`src/rtl/twowire_wr_pkg.sv`:
```
`timescale 1ns/1ps
package twowire_wr_pkg;

    typedef enum logic [1:0] {
        OP_START   = 2'd0,
        OP_WRITE   = 2'd1,
        OP_STOP    = 2'd2,
        OP_RELEASE = 2'd3
    } tw_op_e;

    typedef enum logic {
        ST_IDLE = 1'b0,
        ST_WAIT = 1'b1
    } tw_state_e;

    localparam logic [7:0] STATUS_MASK = 8'hF8;
    localparam logic [7:0] CODE_START  = 8'h08;
    localparam logic [7:0] CODE_ADDR   = 8'h18;
    localparam logic [7:0] CODE_DATA   = 8'h28;
    localparam logic [7:0] ERR_MARK    = 8'h50;
    localparam logic [7:0] CODE_NONE   = 8'hFF;

endpackage

```
`src/rtl/twowire_status_chk.sv`:
```
`timescale 1ns/1ps
// Compares masked engine status with the code expected for a phase.
// Phase 0 is the start condition, phase 1 the address byte, higher ones data.
module twowire_status_chk
    import twowire_wr_pkg::*;
#(
    parameter int PH_W = 3
) (
    input  logic [PH_W-1:0] phase_i,
    input  logic [7:0]      status_i,
    output logic            match_o
);
    logic [7:0] expect_code;

    always_comb begin
        if (phase_i == '0)
            expect_code = CODE_START;
        else if (phase_i == PH_W'(1))
            expect_code = CODE_ADDR;
        else
            expect_code = CODE_DATA;
    end

    assign match_o = ((status_i & STATUS_MASK) == expect_code);
endmodule

```
`src/rtl/twowire_byte_sel.sv`:
```
`timescale 1ns/1ps
// Selects the byte carried by a write phase: phase 1 is the address,
// phases 2.. are payload bytes, most significant first.
module twowire_byte_sel #(
    parameter int NUM_DATA = 4,
    parameter int PH_W     = 3
) (
    input  logic [PH_W-1:0]       phase_i,
    input  logic [7:0]            addr_i,
    input  logic [NUM_DATA*8-1:0] data_i,
    output logic [7:0]            byte_o
);
    localparam int NUM_LANES = NUM_DATA + 2;

    logic [7:0] lane [NUM_LANES];

    assign lane[0] = 8'h00;
    assign lane[1] = addr_i;

    for (genvar g = 0; g < NUM_DATA; g++) begin : g_lane
        assign lane[g+2] = data_i[(NUM_DATA-1-g)*8 +: 8];
    end

    always_comb begin
        byte_o = 8'h00;
        for (int i = 0; i < NUM_LANES; i++) begin
            if (phase_i == PH_W'(i))
                byte_o = lane[i];
        end
    end
endmodule

```
`src/rtl/twowire_wr_seq.sv`:
```
`timescale 1ns/1ps
module twowire_wr_seq
    import twowire_wr_pkg::*;
#(
    parameter int NUM_DATA = 4
) (
    input  logic                  clk,
    input  logic                  rst_n,
    input  logic                  go_i,
    input  logic [7:0]            tgt_addr_i,
    input  logic [NUM_DATA*8-1:0] payload_i,
    input  logic                  eng_done_i,
    input  logic [7:0]            eng_status_i,
    output logic                  cmd_valid_o,
    output logic [1:0]            cmd_op_o,
    output logic [7:0]            cmd_byte_o,
    output logic                  busy_o,
    output logic                  ok_o,
    output logic                  err_o,
    output logic [7:0]            err_code_o
);
    localparam int NUM_PHASES = NUM_DATA + 2;
    localparam int PH_W       = $clog2(NUM_PHASES + 1);
    localparam logic [PH_W-1:0] LAST_PH = PH_W'(NUM_PHASES - 1);

    typedef struct packed {
        tw_state_e             st;
        logic [PH_W-1:0]       ph;
        logic [PH_W-1:0]       cnt;
        logic [7:0]            addr;
        logic [NUM_DATA*8-1:0] data;
        logic                  cmd_v;
        tw_op_e                op;
        logic [7:0]            cmd_b;
        logic                  ok;
        logic                  err;
        logic [7:0]            code;
    } seq_t;

    seq_t q, d;

    logic [PH_W-1:0] ph_next;
    logic [PH_W-1:0] cnt_inc;
    logic [7:0]      next_byte;
    logic            status_ok;

    assign ph_next = q.ph + 1'b1;
    assign cnt_inc = q.cnt + 1'b1;

    twowire_status_chk #(.PH_W(PH_W)) chk_i (
        .phase_i  (q.ph),
        .status_i (eng_status_i),
        .match_o  (status_ok)
    );

    twowire_byte_sel #(.NUM_DATA(NUM_DATA), .PH_W(PH_W)) sel_i (
        .phase_i (ph_next),
        .addr_i  (q.addr),
        .data_i  (q.data),
        .byte_o  (next_byte)
    );

    always_comb begin
        d       = q;
        d.cmd_v = 1'b0;
        d.cmd_b = 8'h00;
        d.ok    = 1'b0;
        d.err   = 1'b0;
        unique case (q.st)
            ST_IDLE: begin
                if (go_i) begin
                    d.st    = ST_WAIT;
                    d.ph    = '0;
                    d.cnt   = '0;
                    d.addr  = tgt_addr_i;
                    d.data  = payload_i;
                    d.cmd_v = 1'b1;
                    d.op    = OP_START;
                    d.code  = CODE_NONE;
                end
            end
            ST_WAIT: begin
                if (eng_done_i) begin
                    d.cnt   = cnt_inc;
                    d.cmd_v = 1'b1;
                    if (!status_ok) begin
                        d.st   = ST_IDLE;
                        d.op   = OP_RELEASE;
                        d.err  = 1'b1;
                        d.code = ~(ERR_MARK | {{(8-PH_W){1'b0}}, cnt_inc});
                    end else if (q.ph == LAST_PH) begin
                        d.st = ST_IDLE;
                        d.op = OP_STOP;
                        d.ok = 1'b1;
                    end else begin
                        d.ph    = ph_next;
                        d.op    = OP_WRITE;
                        d.cmd_b = next_byte;
                    end
                end
            end
            default: d.st = ST_IDLE;
        endcase
    end

    always_ff @(posedge clk) begin
        if (!rst_n) begin
            q       <= '0;
            q.st    <= ST_IDLE;
            q.op    <= OP_START;
            q.code  <= CODE_NONE;
        end else begin
            q <= d;
        end
    end

    assign cmd_valid_o = q.cmd_v;
    assign cmd_op_o    = q.op;
    assign cmd_byte_o  = q.cmd_b;
    assign busy_o      = (q.st == ST_WAIT);
    assign ok_o        = q.ok;
    assign err_o       = q.err;
    assign err_code_o  = q.code;

    // an accepted start yields a START strobe and busy.
    a_r2_start_strobe: assert property (@(posedge clk) disable iff (!rst_n)
        (go_i && !busy_o) |=> (busy_o && cmd_valid_o && cmd_op_o == 2'd0));

    // a start while busy produces no strobe unless the engine reported.
    a_r8_go_ignored: assert property (@(posedge clk) disable iff (!rst_n)
        (go_i && busy_o && !eng_done_i) |=> !cmd_valid_o);

    // a command only follows a start or a completion report.
    a_r9_cmd_cause: assert property (@(posedge clk) disable iff (!rst_n)
        cmd_valid_o |-> ($past(go_i) || $past(eng_done_i)));

    // idle with no start means no command next cycle.
    a_r10_idle_quiet: assert property (@(posedge clk) disable iff (!rst_n)
        (!busy_o && !go_i) |=> !cmd_valid_o);

    // a stop ends the transaction with a success pulse.
    a_r5_stop_ok: assert property (@(posedge clk) disable iff (!rst_n)
        (cmd_valid_o && cmd_op_o == 2'd2) |-> (ok_o && !busy_o && !err_o));

    // failure releases the bus and leaves busy low.
    a_r6_release: assert property (@(posedge clk) disable iff (!rst_n)
        err_o |-> (cmd_valid_o && cmd_op_o == 2'd3 && !busy_o));

    // an error code always carries the marker pattern, inverted.
    a_r7_code_shape: assert property (@(posedge clk) disable iff (!rst_n)
        err_o |-> (err_code_o[7] && !err_code_o[6] && !err_code_o[4]));

endmodule

```
`config.mk`:
```
export PLATFORM = sky130hd
export DESIGN_NAME = twowire_wr_seq
export DESIGN_NICKNAME = d
export VERILOG_FILES = /design/src/rtl/twowire_wr_pkg.sv /design/src/rtl/twowire_status_chk.sv /design/src/rtl/twowire_byte_sel.sv /design/src/rtl/twowire_wr_seq.sv
export SDC_FILE = /design/constraint.sdc
export NUM_CORES = 1
export LEC_CHECK = 0
export ABC_AREA = 1
export ABC_CLOCK_PERIOD_IN_PS = 1900
export BUFFER_PORTS_ARGS = -buffer_cell sky130_fd_sc_hd__buf_2
export CORE_MARGIN = 5
export CORE_UTILIZATION = 35
export CTS_CLUSTER_DIAMETER = 120
export DETAILED_ROUTE_END_ITERATION = 12
export RECOVER_POWER = 100
export SLEW_MARGIN = 0
export SYNTH_ARGS = -nofsm -noshare
export SYNTH_HDL_FRONTEND = slang
export SYNTH_SLANG_ARGS = --single-unit
```
`constraint.sdc`:
```
create_clock -name clk -period 1.9 [get_ports clk]
set_input_delay 0.475 -clock clk [delete_from_list [all_inputs] [get_ports clk]]
set_output_delay 0.475 -clock clk [all_outputs]
set_load 0.005 [all_outputs]
```
-- Yosys cells after proc, flatten, opt, wreduce, memory -nomap -nowiden
Cells that the tools add are included.
- register bits: 68
- output and inout bits: 22
- bits of input ports: 52
- word-level logic and storage cells: 63
- mux-type cells: 24
- add/sub/neg operators: 2
- reduce and logical (&&, ||, !) cells: 8
- eq/ne operators: 13
- bitwise logic cells: 5
- operators with widths (operator ; count):
    $mux 8 ; 7
    $mux 50 ; 1
    $mux 21 ; 1
    $mux 9 ; 2
    $pmux 8 s2 ; 1
    $pmux 7 s2 ; 1
    $mux 6 ; 2
    $eq 3x3->1 const B ; 3
    $eq 8x8->1 ; 1
    $ne 2x2->1 const B ; 4
    $not 7->8 ; 1
    $reduce_and 4->1 ; 2
    $mux 7 ; 1
    $add 3x1->3 const B ; 2
    $eq 3x1->1 const B ; 2
    $eq 3x2->1 const B ; 2
    $mux 3 ; 2
    $pmux 3 s2 ; 1
    $reduce_and 3->1 ; 2
    $reduce_or 5->1 ; 1
    $mux 2 ; 2
    $not 1->1 ; 4
    $reduce_and 2->1 ; 2
    $logic_not 3->1 ; 1
    other kinds (2) ; 4

-- Depth between registers and ports, before layout
- depth in word-level cells: 11
- mapped depth: 11

-- By module
From an unflattened synthesis, not the netlist that was laid out.
- cells, all modules: 395
- area, all modules: 2995.4 sq um
- modules (own cells, without submodules) (module ; seq. area each (sq um) ; times used ; cells each ; area each (sq um)):
    twowire_wr_seq ; 1301.2 ; 1 ; 298 ; 2483.6
    twowire_byte_sel ; 0.0 ; 1 ; 84 ; 454.2
    twowire_status_chk ; 0.0 ; 1 ; 13 ; 57.6

-- Least setup slack after synthesis
Ideal clock, no wire load.
- kind: flip-flop to flip-flop
- from: reg q[64] (netlist name)
- to: reg q, in the netlist cmd_byte_o[6]
- data required time: 1.783 ns
- path slack: 0.308 ns
- stages on the path, launching flop included: 10
- arrival time: 1.475 ns
- path through: dfxtp_1 ha_1 ha_1 nand2_2 buf_2 nand3_1 o211ai_1 nand2_1 o21ai_0 nor2_1
- longest elaborated chain between the ends: 7
- RTL lines (what ; RTL line ; RTL):
    start, declared ; twowire_wr_seq.sv:40 ; seq_t q, d;
    $add 3x1->3 ; twowire_wr_seq.sv:47 ; assign ph_next = q.ph + 1'b1;
    $eq 3x1->1 ; twowire_byte_sel.sv:27 ; if (phase_i == PH_W'(i))
    $mux 8 (5 in a row) ; twowire_byte_sel.sv:27 ;
Parallel ways exist; a longest one is shown, timed or not.
A chain may end at the register's enable or synchronous reset.

-- Final worst setup path
- from: reg q[65] (netlist name)
- to: reg q, in the netlist cmd_byte_o[1]
Same word-level chain as after synthesis.

==> run summary <==
Hold Path Stages -> 3
Outcome -> complete, no violations
CP Capture Type -> flip-flop
Setup Crit Path Kind -> flip-flop to flip-flop
Power Density -> 869 nW/um2
Setup tns final -> 0 ns
Final Wtd Congestion -> 0.792
Worst relative slew slack -> 51.5%
Routed vias/inst -> 4.70
Inserted Clock Buffers -> 9
WL final -> 6960 um
Distinct cells, synth -> 25
Per-cell routed wire length -> 12.5 um
Synth top cells by count -> nor2_1, dfxtp_1, o21ai_0, nand2_1, nand3_1
Top Usage Layer GRT -> met2
Most area-hungry cell type in the Yosys netlist -> dfxtp_1
Number of remaining DRC errors -> 0
Peak VDD IR -> 412 uV
Total setup buffers inserted after CTS -> 0
WP data arrival -> 1.96 ns
Share of layout cells above drive strength 1 -> 22.2%
Syn avg cell area -> 7.34 um2
Tot GR Track Use -> 14.3%
Final period utilization -> 90.9%
Crit Reg-Reg Startpoint -> q[65]
GRT met1 Usage -> 18.4%
Most common cell in the netlist -> nor2_1
Worst-path clk slew -> 0.08 ns
DIE AREA -> 10200 um2
Critical Path Source -> q[65]
Clk sinks -> 65
CTS max path bufs -> 2
# rows -> 33
RSZ-0062 raised after global routing -> no
Share of the synthesized area in the top cell type -> 45.0%
Reg2Reg Setup Slack -> 0.17 ns
Gr ovfl total -> 0
RR Endpoint -> cmd_byte_o[1]
Post-Syn Area -> 2890 um2
Antenna cells -> 0
Largest net degree at the start of global routing -> 47
Met2 GRT Util -> 22.9%
I/O pin count -> 74
Sequential fraction of the synthesis area -> 45.0%
Min Tclk post-route -> 1.73 ns
Fin. Hold Viols -> 0
Port bufs -> 70
Vias -> 2609
Overall die width -> 101 um
Yosys reg bits -> 65
Yosys warns -> 0
Worst Path Max Fanout -> 10
Syn Inst Count -> 394
Ys flop type -> dfxtp_1
Synth async-reset ratio -> 0%
# fillers -> 887
Fin Clk Skew -> 0.00911 ns
CP Capture Point -> cmd_byte_o[1]
DR pass1 iterations -> 4
Largest cells by area after synthesis -> dfxtp_1, nor2_1, o21ai_0, nand2_1, nand3_1
Dpl hpwl -> 4900 um
TritonCTS clock tree -> built
First-pass GRT wire length -> 11600 um
Slew Viols, Final -> 0
Die Y -> 101 um
Layout area overhead -> 17.3%
Multi-input gate area -> 1290 um2
FF+latch area -> 1300 um2
CP startpoint kind -> flip-flop
Final setup violation count -> 0
Vias in the first global route -> 2589
Nets -> 503
Htree depth -> 3
Data required time of the worst path -> 2.13 ns
Max Freq -> 579 MHz
Core Box Area -> 8130 um2
Tightest Hold Check Type -> input port to flip-flop
1st-iter DRT viols -> 113
EDFF count, synth -> 0
Initial antenna violation count -> 0
Worst Tran Pin Value -> 0.727 ns
Initial Util -> 35.6%
Post-Syn Nets -> 452
ANT nets after route -> 0
Worst-Skew Late Latency -> 0.35 ns
Clk Tree Root Cell -> clkbuf_8
Met3 Track Usage GR -> 3.32%
Final design utilization -> 41.7%
FF-to-FF path depth -> 10
Leak pwr -> 1.60 nW
Total of max-cap violations -> 0
sequential cells by signal, summed over array words and instances (netlist names):
signal / count
cmd_op_o: 2
err_code_o: 5
err_o: 1
ok_o: 1
cmd_valid_o: 1
q: 46
cmd_byte_o: 8
busy_o: 1
through the flow:
| stage | std cells | hold WS (ns) | instance area [um2] | power (mW) | setup WS (ns) |
|---|---|---|---|---|---|
| global placement | 539 | 0.435 | 3200 | 1.82 | 0.106 |
| global route | 555 | 0.352 | 3390 | 3.10 | 0.0146 |
| finish | 555 | 0.349 | 3390 | 2.95 | 0.174 |
| detailed placement | 539 | 0.438 | 3200 | 1.82 | 0.0637 |
| floorplan | 394 | 0.424 | 2890 | 1.71 | 0.308 |
| CTS | 555 | 0.346 | 3390 | 2.98 | 0.0468 |
where the power goes:
part	internal (mW)	switching (mW)	total (mW)	leakage [nW]
Combinational	0.121	0.179	0.300	0.964
Clock	0.605	0.557	1.16	0.0994
Sequential	1.45	0.0411	1.49	0.535
Total	2.17	0.777	2.95	1.60
worst min-delay path by stage:
stage	to	slack, ns	from
floorplan	q[39]	0.42	q[39]
global placement	q[37]	0.43	q[37]
detailed placement	q[37]	0.44	q[37]
CTS	q[26]	0.35	payload_i[5]
global route	q[49]	0.35	payload_i[28]
finish	q[26]	0.35	payload_i[5]
layer usage:
layer	up-vias	share of wire (%)
met3	15	6.5
met1	1156	46
met4	0	2.1
met2	68	45
met5	-	0
li1	1370	-
worst max-delay path, stage by stage (launching register included):
cell and delay (ns):
dfxtp_1 0.38, inv_1 0.08, ha_1 0.26, inv_2 0.17, nand2_2 0.08, nand3_2 0.06
nand2_2 0.06, nand3_4 0.10, clkinvlp_2 0.16, nand3_4 0.16, nor2_1 0.08
repair_timing:
action | 4_1_cts | 5_1_grt
hold buffers | 0 | 0
resized for setup | 0 | 5
endpoints found under the setup margin | 0 | 8
cells in the final DEF (no fill, tap or decap), types with 2 or more instances in the layout:
cell type,instances
nor2_1,96
dfxtp_1,65
buf_2,65
o21ai_0,49
nand2_1,46
nand3_1,28
inv_1,21
a21oi_1,16
clkbuf_8,9
o211ai_1,8
inv_2,5
ha_1,5
clkbuf_1,5
o21ai_1,3
nand2_2,3
nand4_1,3
nor3_1,3
clkinv_2,3
buf_4,3
nand3_4,2
cell type report:
cell class,instances,share of cell area (%)
multi-input combinational,268,38.1
timing repair buffer,73,10.8
clock inverter,7,2.06
clock buffer,9,3.65
sequential,65,38.3
tap,105,3.87
inverter,28,3.21
cells by family (layout without fill, tap and decap cells):
group,count (synthesis),count (layout),synth area share [%]
AO/OA/AOI/OAI,78,78,14.6
XOR/XNOR,1,1,0.303
adder cells (fa/ha/maj),6,6,2.60
buffers and inverters,61,117,10.5
flip-flops,65,65,45.0
AND/OR/NAND/NOR,183,183,27.0
(Power assumes the default switching activity.)
